`src/rtl/dma_dir_pkg.sv`:
```
package dma_dir_pkg;

    typedef enum logic {
        XFER_P2M = 1'b0,
        XFER_M2P = 1'b1
    } xfer_dir_e;

    typedef struct packed {
        xfer_dir_e dir;
        logic      addr_inc;
    } stream_cfg_t;

    // May a new peripheral item enter the holding slot this cycle without clobbering?
    function automatic logic p2m_slot_ok(logic held, logic drained, logic cnt_zero, logic cnt_one);
        if (!held)  return !cnt_zero;
        if (drained) return !cnt_zero && !cnt_one;
        return 1'b0;
    endfunction

endpackage

```
`src/rtl/dma_item_counter.sv`:
```
module dma_item_counter #(
    parameter int CW = 8
) (
    input  logic          clk,
    input  logic          rst,
    input  logic          load,
    input  logic [CW-1:0] load_val,
    input  logic          dec,
    output logic [CW-1:0] count,
    output logic          is_zero,
    output logic          is_one
);
    localparam logic [CW-1:0] ONE = CW'(1);

    always_ff @(posedge clk) begin
        if (rst)
            count <= '0;
        else if (load)
            count <= load_val;
        else if (dec && !is_zero)
            count <= count - ONE;
    end

    assign is_zero = (count == '0);
    assign is_one  = (count == ONE);
endmodule

```
`src/rtl/dma_addr_gen.sv`:
```
module dma_addr_gen #(
    parameter int AW   = 16,
    parameter int STEP = 4
) (
    input  logic          clk,
    input  logic          rst,
    input  logic          load,
    input  logic [AW-1:0] base,
    input  logic          advance,
    output logic [AW-1:0] addr
);
    localparam logic [AW-1:0] STEP_W = AW'(STEP);

    always_ff @(posedge clk) begin
        if (rst)
            addr <= '0;
        else if (load)
            addr <= base;
        else if (advance)
            addr <= addr + STEP_W;
    end
endmodule

```
`src/rtl/dma_hold_slot.sv`:
```
module dma_hold_slot #(
    parameter int DW = 32
) (
    input  logic          clk,
    input  logic          rst,
    input  logic          clear,
    input  logic          load,
    input  logic [DW-1:0] din,
    input  logic          drain,
    output logic          valid,
    output logic [DW-1:0] dout
);
    always_ff @(posedge clk) begin
        if (rst) begin
            valid <= 1'b0;
            dout  <= '0;
        end else begin
            if (clear)
                valid <= 1'b0;
            else if (load)
                valid <= 1'b1;      // refill wins over a same-cycle drain
            else if (drain)
                valid <= 1'b0;
            if (load && !clear)
                dout <= din;
        end
    end
endmodule

```
`src/rtl/dma_direct_stream.sv`:
```
module dma_direct_stream
    import dma_dir_pkg::*;
#(
    parameter int DW         = 32,
    parameter int AW         = 16,
    parameter int CW         = 8,
    parameter int ITEM_BYTES = 4
) (
    input  logic          clk,
    input  logic          rst,
    input  logic          cfg_arm,
    input  logic          cfg_dir,
    input  logic          cfg_addr_inc,
    input  logic [CW-1:0] cfg_count,
    input  logic [AW-1:0] cfg_base,
    input  logic          clash_ie,
    input  logic          clash_clr,
    input  logic          per_req,
    output logic          per_ack,
    input  logic [DW-1:0] per_wdata,
    output logic [DW-1:0] per_rdata,
    output logic          mem_req,
    output logic          mem_we,
    output logic [AW-1:0] mem_addr,
    output logic [DW-1:0] mem_wdata,
    input  logic          mem_gnt,
    input  logic [DW-1:0] mem_rdata,
    output logic          busy,
    output logic          tc_flag,
    output logic          clash_flag,
    output logic          clash_irq
);
    stream_cfg_t   cfg_q;
    logic          is_p2m, addr_inc_q;
    logic [CW-1:0] count;
    logic          cnt_zero, cnt_one;
    logic          active;
    logic          hold_valid;
    logic [DW-1:0] hold_data;
    logic          mem_req_i, mem_done;
    logic          p2m_fill, p2m_clash, m2p_give, accept;
    logic          hold_load, hold_drain, item_done;
    logic [DW-1:0] hold_din;

    always_ff @(posedge clk) begin
        if (rst)
            cfg_q <= '{dir: XFER_P2M, addr_inc: 1'b0};
        else if (cfg_arm)
            cfg_q <= '{dir: xfer_dir_e'(cfg_dir), addr_inc: cfg_addr_inc};
    end

    assign is_p2m     = (cfg_q.dir == XFER_P2M);
    assign addr_inc_q = cfg_q.addr_inc;
    assign active     = !cnt_zero && !cfg_arm;

    // Memory side: writes drain a filled slot, reads refill an empty one
    assign mem_req_i = active && (is_p2m ? hold_valid : !hold_valid);
    assign mem_done  = mem_req_i && mem_gnt;

    // Peripheral side acceptance
    assign p2m_fill  = per_req && active && p2m_slot_ok(hold_valid, mem_done, cnt_zero, cnt_one);
    assign p2m_clash = per_req && active && hold_valid && !mem_done && !addr_inc_q;
    assign m2p_give  = per_req && active && hold_valid;
    assign accept    = is_p2m ? (p2m_fill || p2m_clash) : m2p_give;

    assign hold_load  = is_p2m ? accept   : mem_done;
    assign hold_din   = is_p2m ? per_wdata : mem_rdata;
    assign hold_drain = is_p2m ? mem_done : accept;
    assign item_done  = is_p2m ? mem_done : accept;

    dma_hold_slot #(.DW(DW)) u_slot (
        .clk   (clk),
        .rst   (rst),
        .clear (cfg_arm),
        .load  (hold_load),
        .din   (hold_din),
        .drain (hold_drain),
        .valid (hold_valid),
        .dout  (hold_data)
    );

    dma_item_counter #(.CW(CW)) u_count (
        .clk      (clk),
        .rst      (rst),
        .load     (cfg_arm),
        .load_val (cfg_count),
        .dec      (item_done),
        .count    (count),
        .is_zero  (cnt_zero),
        .is_one   (cnt_one)
    );

    dma_addr_gen #(.AW(AW), .STEP(ITEM_BYTES)) u_addr (
        .clk     (clk),
        .rst     (rst),
        .load    (cfg_arm),
        .base    (cfg_base),
        .advance (mem_done && addr_inc_q),
        .addr    (mem_addr)
    );

    always_ff @(posedge clk) begin
        if (rst)
            tc_flag <= 1'b0;
        else if (cfg_arm)
            tc_flag <= 1'b0;
        else if (item_done && cnt_one)
            tc_flag <= 1'b1;
    end

    always_ff @(posedge clk) begin
        if (rst)
            clash_flag <= 1'b0;
        else if (is_p2m && p2m_clash)
            clash_flag <= 1'b1;
        else if (clash_clr)
            clash_flag <= 1'b0;
    end

    assign per_ack   = accept;
    assign per_rdata = hold_data;
    assign mem_req   = mem_req_i;
    assign mem_we    = mem_req_i && is_p2m;
    assign mem_wdata = hold_data;
    assign busy      = !cnt_zero;
    assign clash_irq = clash_flag && clash_ie;
endmodule

```
`config.mk`:
```
export PLATFORM = sky130hd
export DESIGN_NAME = dma_direct_stream
export DESIGN_NICKNAME = d
export VERILOG_FILES = /design/src/rtl/dma_dir_pkg.sv /design/src/rtl/dma_item_counter.sv /design/src/rtl/dma_addr_gen.sv /design/src/rtl/dma_hold_slot.sv /design/src/rtl/dma_direct_stream.sv
export SDC_FILE = /design/constraint.sdc
export NUM_CORES = 1
export LEC_CHECK = 0
export ABC_AREA = 1
export BUFFER_PORTS_ARGS = -buffer_cell sky130_fd_sc_hd__buf_2
export CAP_MARGIN = 20
export CORE_MARGIN = 2
export CORE_UTILIZATION = 45
export CTS_BUF_LIST = sky130_fd_sc_hd__clkbuf_4
export DETAILED_ROUTE_END_ITERATION = 16
export GPL_TIMING_DRIVEN = 0
export PLACE_DENSITY = 0.87
export SYNTH_ARGS = -nofsm -noshare
export SYNTH_HDL_FRONTEND = slang
export SYNTH_HIERARCHICAL = 1
export SYNTH_SLANG_ARGS = --single-unit
```
`constraint.sdc`:
```
create_clock -name clk -period 6 [get_ports clk]
set_clock_uncertainty 0.2 [all_clocks]
set_input_delay 0.3 -clock clk [delete_from_list [all_inputs] [get_ports clk]]
set_output_delay 0.3 -clock clk [all_outputs]
set_load 0.03 [all_outputs]
```
# After elaboration in Yosys (flattened, before gate mapping)

Cells that the tools add are included.

Logic and storage cells: 60
Bits of input ports: 97
Output and inout port bits: 87
Bits in registers: 61

Mux-type cells: 19
Add/subtract/negate cells: 2
Eq/ne operators: 1
Bitwise logic cells: 1
Reduce and logical (&&, ||, !) cells: 29

Operator list:

| cell                                             | number |
|---|---|
| two-way mux 16 bit                               | 2 |
| two-way mux 32 bit                               | 1 |
| adder 16 x 3 -> 16 bit, second input constant    | 1 |
| logical AND 1 bit                                | 16 |
| two-way mux 8 bit                                | 2 |
| two-way mux 1 bit                                | 14 |
| == test 8 x 1 -> 1 bit, second input constant    | 1 |
| zero test 8 bit                                  | 1 |
| nonzero test 2 bit                               | 4 |
| subtractor 8 x 1 -> 8 bit, second input constant | 1 |
| zero test 1 bit                                  | 6 |
| OR reduction 2 bit                               | 1 |
| logical OR 1 bit                                 | 1 |
| NOT 1 bit                                        | 1 |

# Depth between registers and ports, before layout

Gate-level depths: netlist of the first run.

Depth in word-level cells: 16
Gate-level depth with buffers: 17
Gate-level depth less buffers: 15

# By module

Netlist of the first run, hierarchy kept.

By module, submodules not included:

| module            | sequential area each (µm²) | cells an instance | instances | area an instance (µm²) |
|---|---|---|---|---|
| dma_hold_slot     | 660.6                      | 214               | 1         | 1422.6 |
| dma_addr_gen      | 320.3                      | 133               | 1         | 953.4 |
| dma_direct_stream | 80.1                       | 185               | 1         | 948.4 |
| dma_item_counter  | 160.2                      | 97                | 1         | 610.6 |

# Worst setup path after synthesis of the first run

OpenSTA, ideal clock, no wires.

Path kind: flip-flop to output port
From: reg u_count.count[0]
To: out per_ack
Data arrival time: 1901 ps
Buffers on the path: 0
Stages on the path, launching flop included: 12
Path slack: 3599 ps
Cell sequence: dfxtp_1 inv_1 ha_1 nand2_2 nor2_1 nor2_4 nand2_2 nor2_4 nand3_2 nand2_1 nand2_1 a21oi_1

Longest elaborated chain between the ends: 12
Elaborated cells between the ends (all ways): 22
Those cells by class: 1 x eq/ne; 7 x mux; 14 x reduce/logical

RTL lines:

| what                            | line                    | source |
|---|---|---|
| start: declaration              | dma_item_counter.sv:9   | `output logic [CW-1:0] count,` |
| start signal: assignment        | dma_item_counter.sv:19  | `count <= load_val;` |
| start signal: assignment        | dma_item_counter.sv:21  | `count <= count - ONE;` |
| zero test 8 bit (*)             | dma_item_counter.sv:24  | `assign is_zero = (count == '0);` |
| named net cnt_zero              | dma_direct_stream.sv:36 | `logic cnt_zero, cnt_one;` |
| zero test 1 bit (*)             | dma_direct_stream.sv:54 | `assign active = !cnt_zero && !cfg_arm;` |
| logical AND 1 bit (*)           | dma_direct_stream.sv:54 |  |
| logical AND 1 bit (*)           | dma_direct_stream.sv:57 | `assign mem_req_i = active && (is_p2m ? hold_valid : !hold_valid);` |
| named net mem_req               | dma_direct_stream.sv:22 | `output logic mem_req,` |
| logical AND 1 bit (*)           | dma_direct_stream.sv:58 | `assign mem_done = mem_req_i && mem_gnt;` |
| two-way mux 1 bit (2 in series) | dma_dir_pkg.sv:16       | `if (drained) return !cnt_zero && !cnt_one;` |
| two-way mux 1 bit               | dma_dir_pkg.sv:17       | `return 1'b0;` |
| two-way mux 1 bit               | dma_dir_pkg.sv:16       |  |
| logical AND 1 bit               | dma_direct_stream.sv:61 | `assign p2m_fill = per_req && active && p2m_slot_ok(hold_valid, mem_done, cnt_zero, cnt_one);` |
| logical OR 1 bit (*)            | dma_direct_stream.sv:64 | `assign accept = is_p2m ? (p2m_fill \|\| p2m_clash) : m2p_give;` |
| two-way mux 1 bit (*)           | dma_direct_stream.sv:64 |  |
| end: declaration                | dma_direct_stream.sv:19 | `output logic per_ack,` |

The timed path passes the listed nets; every way through them passes the cells marked *. The select of a mux whose other input is x is not followed.

# Worst setup path in the final report of the first run

From: reg u_count.count[0]
To: out per_ack

Longest elaborated chain between the ends: 12
Elaborated cells between the ends (all ways): 22
Those cells by class: 1 x eq/ne; 7 x mux; 14 x reduce/logical

RTL lines:

| what                            | line |
|---|---|
| zero test 8 bit (*)             | dma_item_counter.sv:24 |
| named net cnt_zero              | dma_direct_stream.sv:36 |
| zero test 1 bit (*)             | dma_dir_pkg.sv:15, dma_dir_pkg.sv:16, dma_direct_stream.sv:54 |
| logical AND 1 bit               | dma_direct_stream.sv:54 |
| logical AND 1 bit               | dma_direct_stream.sv:57 |
| logical AND 1 bit               | dma_direct_stream.sv:58 |
| two-way mux 1 bit (2 in series) | dma_dir_pkg.sv:16 |
| two-way mux 1 bit               | dma_dir_pkg.sv:17 |
| two-way mux 1 bit               | dma_dir_pkg.sv:16 |
| logical AND 1 bit               | dma_direct_stream.sv:61 |
| logical OR 1 bit                | dma_direct_stream.sv:64 |
| two-way mux 1 bit (*)           | dma_direct_stream.sv:64 |

Marked as above.

==> summary.md, run 1 <==
| Metric | Value |
|---|---|
| Status | finished, final reports clean |
| Post-synthesis cell count | 629 |
| Post-synth EDFFs | 0 |
| Most common flop cell mapped by yosys | dfxtp_1 |
| P_leak | ~3.0 nW |
| Setup Buffers After CTS | 0 |
| Fill cells | 815 |
| Largest net degree at the start of global routing | 14 |
| P_int | about 0.67 mW |
| Pwr/cell area | between 200 and 250 mW/mm² |
| WL/cell | 11.6 µm |
| Layout cell share with drive strength beyond 1 | 0.332 |
| Setup TNS Final | 0 ns |
| Final instance area | ~0.0053 mm² |
| Clock Sinks | 61 |
| Total grt overflow | 0 |
| Final #Nets | roughly 950 |
| Synth area leader | dfxtp_1 |
| Tightest Pin Transition | around 0.52 ns |
| Slew Viols, Final | 0 |
| Clk network pwr share | 0.215 |
| Iter 0 DRT Violations | 210 |
| Clock Tree Root | clkbuf_4 |
| Multi-input logic area | ~0.0021 mm² |
| Netlist Area Pre-Place | ~0.004 mm² |
| Hold Crit Class | input port to flop |
| Drt drc | 0 |
| Setup CP Type | flop to primary output |
| Synth Register Bits | around 60 |
| Dpl hpwl | between 8000 and 9000 µm |
| Core ar. | about 0.0086 mm² |
| Post-synthesis async set-or-reset flop share | 0 |
| Switching Fraction | 0.395 |
| Top post-synthesis cells by count | 194 x nand2_1, 98 x nor2_1, 64 x inv_1 |
| Sw power | around 0.44 mW |
| Crit-path max FO | 5 |
| Clock Latency Late Sink | roughly 0.41 ns |
| Syn nets | 730 |
| Seq/Total Area, Yosys | 0.310 |
| Full die area | roughly 0.0095 mm² |
| Gate family responsible for the most delay along the worst path | simple AND/OR/NAND/NOR gates |
| H-tree depth | 3 |
| Avg Synthesized Cell Area | ~6.3 µm² |
| First-pass GRT wire length | around 19000 µm |
| Critical Path RT | ~5.5 ns |
| Peak Freq | ~360 MHz |
| I/O pin total | between 150 and 200 |
| Share of the synthesized area in the top cell type | 0.310 |
| Via density per instance | approximately 4.7 |
| Initial antenna violation count | 1 |
| Post-route ant nets | 0 |
| YS warnings | 6 |
| Count of cell types in the netlist | 37 |
| Pre-antenna DRT Iters | 4 |
| Logic pwr share | 0.366 |
| Post-DP Area | between 0.004 and 0.005 mm² |
| CP bufs+invs | 2 |
| Max cap viols | 0 |
| Via count | between 4000 and 5000 |
| CTS tree | built |
| Crit-path cells | inv_1 -> ha_1 -> nand2_2 -> nor2_1 -> nor2_4 -> nand4_2 -> a21oi_1 -> a21oi_1 -> buf_2 |
| Peak supply drop | 0.134 mV |
| Placed Instances | 920 |
| Most frequent cell after synthesis | nand2_1 |
| Final Util | 0.618 |
| Seq pwr share | 0.419 |
| Rel. slew slack | 0.651 |
| Vias in the first global route | roughly 4100 |
| Worst-path clk slew | approximately 0.11 ns |
| CTS buffer count | 9 |
| I/O Buffers | ~180 |
| Area Overhead vs Synth | 34.9% |
| CP Capture Type | primary output |
| RePlAce Congestion | a little under 0.9 |
| Initial core utilization | 0.458 |
| RSZ-0062 raised after global routing | false |
| DRT Wirelength | 11100 µm |
| Top cells by area, synth | dfxtp_1 31%, nand2_1 19%, nor2_1 9.3% |
| Sequential Area | about 0.0012 mm² |
| Startpoint types | flop |
| Hold Vio Cnt, Final | 0 |
| DIE WIDTH | roughly 100 µm |
| Die height | approximately 100 µm |
| Worst path arrival time | ~2.3 ns |
| Min Clock Period, post-route | around 2.8 ns |
| Total track usage | 0.236 |
| Rows | 34 |
| Fin cells | 958 |
| Final Cycle Share | 0.459 |
| Setup-failing EPs final | 0 |
| Most common cell type on the critical path | a21oi_1 |
| CP max stage delay | around 0.37 ns |
| Max clock buf depth | 2 |
| Crit path max-delay cell type | nor2_1 |
power by group through the flow:
stage | clock (mW) | sequential [mW] | combinational, mW
global placement | 0 | 0.475 | 0.391
detailed placement | 0 | 0.476 | 0.396
floorplan | 0 | 0.519 | 0.236
CTS | 0.250 | 0.466 | 0.407
global route | 0.270 | 0.472 | 0.448
finish | 0.239 | 0.466 | 0.407
sequential cells by signal (all words and copies together) (netlist names):
signal and flops:
u_slot/dout 32, clash_flag 1, tc_flag 1, cfg_q 1, addr_inc_q 1, u_count/count 8, u_addr/addr 16, u_slot/valid 1
worst paths after layout:
check | startpoint | cells past startpoint | slack, ns | endpoint
max | u_count/count[0]$_SDFFE_PP0P_ | 9 | 3.25 | per_ack
min | cfg_base[13] | 3 | 0.02 | u_addr/addr[13]$_SDFFE_PP0N_
max reg2reg | u_count/count[0]$_SDFFE_PP0P_ | 14 | 3.44 | u_slot/dout[21]$_SDFFE_PP0P_
min reg2reg | tc_flag$_SDFFE_PP0P_ | 2 | 0.26 | tc_flag$_SDFFE_PP0P_
cell families after synthesis:
family                     count (synthesis)  share of synthesized area
and+or+nand+nor                          378                      0.415
buffers and inverters                    129                      0.168
DFF                                       61                      0.310
AOI/OAI and AO/OA                         51                     0.0808
xor gates and xnor gates                   6                     0.0134
adders and majority gates                  4                     0.0127
through the flow:
stage | setup slack [ns] | power [mW] | hold WS, ns
after floorplan | 3.60 | 0.755 | 0.162
after global placement | 3.46 | 0.866 | 0.233
after detailed placement | 3.47 | 0.872 | 0.249
after CTS | 3.20 | 1.12 | 0.000319
after global routing | 3.03 | 1.19 | 0.00205
final | 3.25 | 1.11 | 0.0212
cell type report:
| type | instances | share of cell area |
|---|---|---|
| inverter | 71 | 0.0511 |
| sequential | 61 | 0.230 |
| tap | 108 | 0.0255 |
| timing repair buffer | 204 | 0.212 |
| antenna | 1 | 0.000471 |
| buffer | 58 | 0.0731 |
| clock inverter | 7 | 0.00801 |
| clock buffer | 9 | 0.0127 |
| multi-input combinational | 439 | 0.387 |
per-layer routing:
| metal | part of all wire | wire length, µm | track usage | vias up |
|---|---|---|---|---|
| met5 | 0 | 0 | 0 | - |
| met4 | 0.016 | 175 | 0.0865 | 0 |
| met3 | 0.067 | 747 | 0.0482 | 16 |
| met2 | 0.50 | 5500 | 0.406 | 156 |
| met1 | 0.42 | 4660 | 0.292 | 1968 |
| li1 | - | - | - | 2351 |
cell usage in the layout, fill, tap and decap left out, types with 2 or more instances in the layout:
cell	n
ha_1	4
nand2_1	194
buf_2	196
inv_2	5
nor2_1	98
nand3_2	3
a211oi_1	2
nor2_4	9
nand3_1	57
buf_6	4
dfxtp_1	61
xor2_1	5
a22oi_1	8
nand2_2	7
clkbuf_1	5
buf_1	3
a21oi_2	2
a31oi_1	2
nand4_1	5
o21ai_0	10
a21oi_1	21
buf_4	33
dlygate4sd3_1	21
clkinv_1	3
inv_1	64
clkbuf_4	9
clkinvlp_4	4
repair_timing:
action / CTS / global route
hold buffers: 21 / 0
hold endpoints to repair: 21 / 0
gates resized for setup: 0 / 0
worst reg2reg max path, stage by stage (launching register included):
cell and delay [ns]:
dfxtp_1 0.34, inv_1 0.13, ha_1 0.19, nand2_2 0.08
nor2_1 0.37, nor2_4 0.08, nand4_2 0.16, a21oi_1 0.10
a21oi_1 0.16, buf_4 0.17, inv_2 0.05, nor2_4 0.16
buf_6 0.17, nor2_1 0.05, nor2_1 0.11
(Power assumes the default switching activity.)
==> inputs of run 2 (changes only) <==
Settings changed: CORE_UTILIZATION 45 to 44, PLACE_DENSITY 0.87 to 0.88.
Clock period 6 ns to 2.5 ns, I/O delays scaled along.
==> summary.md, run 2 (synthesized netlist as in run 1, its figures left out) <==
| Metric | Value |
|---|---|
| Status | finished, final reports clean |
| Max clock buf depth | 2 (unchanged) |
| Startpoint types | flop |
| Peak supply drop | 0.264 mV (+97%) |
| Initial core utilization | 0.453 (-0.00449) |
| Final instance area | 0.00638 mm² (+20%) |
| Full die area | 0.00972 mm² (+2.2%) |
| Dpl hpwl | 8300 µm (+0.14%) |
| Worst path arrival time | 2.61 ns (+0.36 ns) |
| CP Capture Type | flop |
| Antenna Cells | 0 (-1) |
| Most common cell after layout, fill and taps aside | buf_2 |
| Regs by FF count | u_slot/dout (32), u_addr/addr (16), u_count/count (8) |
| Setup-failing EPs final | 0 (unchanged) |
| I/O pin total | 184 (unchanged) |
| Total grt overflow | 0 (unchanged) |
| Pre-antenna DRT Iters | 5 (+1) |
| Critical Path RT | 2.63 ns (-2.87 ns) |
| P_leak | 3.44 nW (+16%) |
| H-tree depth | 3 (unchanged) |
| Commonest non-fill, non-tap cells in the layout | 193 x buf_2, 192 x nand2_1, 98 x dlygate4sd3_1 |
| Hold Crit Class | input port to flop |
| I/O Buffers | 183 (unchanged) |
| DIE WIDTH | 98.6 µm (+1.1%) |
| Crit-path max FO | 10 (+5) |
| Via density per instance | 5.00 (+6.6%) |
| Via count | 5251 (+17%) |
| Rel. slew slack | 0.640 (-0.0116) |
| Core ar. | 0.00868 mm² (+0.99%) |
| Layout cell share with drive strength beyond 1 | 0.341 (+0.00931) |
| Die height | 98.6 µm (+1.1%) |
| Peak Freq | around 400 MHz |
| Max cap viols | 0 (unchanged) |
| Final Cycle Share | 0.990 |
| Fin cells | 1051 (+9.7%) |
| Final #Nets | 1039 (+9.9%) |
| Largest net degree at the start of global routing | 14 (unchanged) |
| Number of flip-flops in the largest register | 32 (unchanged) |
| Area Overhead vs Synth | 62.1% |
| Vias in the first global route | 5067 (+25%) |
| Clock Latency Late Sink | 0.41 ns (about the same) |
| Worst-path clk slew | 0.11 ns (about the same) |
| WL/cell | 14.1 µm (+22%) |
| Slew Viols, Final | 0 (unchanged) |
| CTS buffer count | 9 (unchanged) |
| Fin Hold WS | 0.0960 ns (+0.0748 ns) |
| First-pass GRT wire length | 23200 µm (+24%) |
| Clock Tree Root | clkbuf_4 |
| RSZ-0062 raised after global routing | true |
| Initial antenna violation count | 0 (-1) |
| Post-DP Area | 0.00499 mm² (unchanged) |
| Pwr/cell area | 492 mW/mm² (+140%) |
| Tightest Pin Transition | 0.540 ns (+0.0174 ns) |
| Min Clock Period, post-route | ~2.5 ns |
| Setup CP Type | flop to flop |
| Iter 0 DRT Violations | 273 (+30%) |
| CTS tree | built |
| Placed Instances | 920 (unchanged) |
| Post-route ant nets | 0 (unchanged) |
| Hold Vio Cnt, Final | 0 (unchanged) |
| Drt drc | 0 (unchanged) |
| Clock Sinks | 61 (unchanged) |
| RePlAce Congestion | 0.872 (+0.24%) |
| Rows | 34 (unchanged) |
| Largest Register | u_slot/dout |
| Total track usage | 0.290 (+0.0537) |
| DRT Wirelength | 14800 µm (+33%) |
-- run 2: area by class of cell --
cell class,instances,area [µm²]
fillers,635,2300
multi-input cells,439,2140
flip-flops and latches,61,1230
clock inverters,7,90.1
inverters,71,279
well taps,108,135
clock buffers,9,67.6
repair buffers,298,2040
plain buffers,58,393
-- run 2: metrics by stage --
stage                     utilization  power (mW)  worst slack, ns  TNS (ns)
final                           0.735        3.14           0.0254         0
after global routing            0.735        3.30          -0.0585    -0.489
after CTS                       0.715        3.04           0.0198         0
after detailed placement        0.575        2.09          -0.0528    -0.761
after global placement          0.575        2.08          -0.0213    -0.438
after floorplan                     -        1.81            0.129         0
-- run 2: final timing paths --
path | startpoint | end | slack [ns] | cells after the start
worst min register to register | u_slot/dout[11]$_SDFFE_PP0P_ | u_slot/dout[11]$_SDFFE_PP0P_ | 0.30 | 2
worst max-delay path | cfg_q[1]$_SDFFE_PP0P_ | u_slot/dout[18]$_SDFFE_PP0P_ | 0.03 | 11
worst min-delay path | mem_gnt | u_slot/valid$_SDFFE_PP0P_ | 0.1 | 6
worst max register to register | cfg_q[1]$_SDFFE_PP0P_ | u_slot/dout[18]$_SDFFE_PP0P_ | 0.03 | 11
-- run 2: worst max-delay path: stages (launching register included) --
cell and delay [ns]:
dfxtp_1 0.33, buf_6 0.14, inv_2 0.06, buf_2 0.25
buf_2 0.29, nand2_1 0.11, nand2_1 0.07, dlygate4sd3_1 0.58
inv_1 0.07, nand3_1 0.08, nand2_1 0.07, nor2_1 0.14
-- run 2: where the power goes --
| group | total [mW] | switching, mW | internal [mW] |
|---|---|---|---|
| combinational | 1.23 | 0.699 | 0.530 |
| sequential | 1.13 | 0.0809 | 1.05 |
| clock | 0.782 | 0.382 | 0.400 |
| total | 3.14 | 1.16 | 1.98 |
-- run 2: routing by layer --
layer / vias to the layer above / global-route usage / share of wire
met4: 0 / 0.154 / 0.045
met3: 60 / 0.0546 / 0.077
met2: 299 / 0.533 / 0.51
li1: 2538 / - / -
met1: 2354 / 0.314 / 0.37
met5: - / 0 / 0
-- run 2: what timing repair did --
item / CTS / global route
cloned: 3 / 0
hold buffers: 98 / 0
setup endpoints to repair: 32 / 50
hold endpoints to repair: 60 / 0
gates resized for setup: 8 / 36
buffers inserted: 6 / 8
pin swaps: 2 / 19
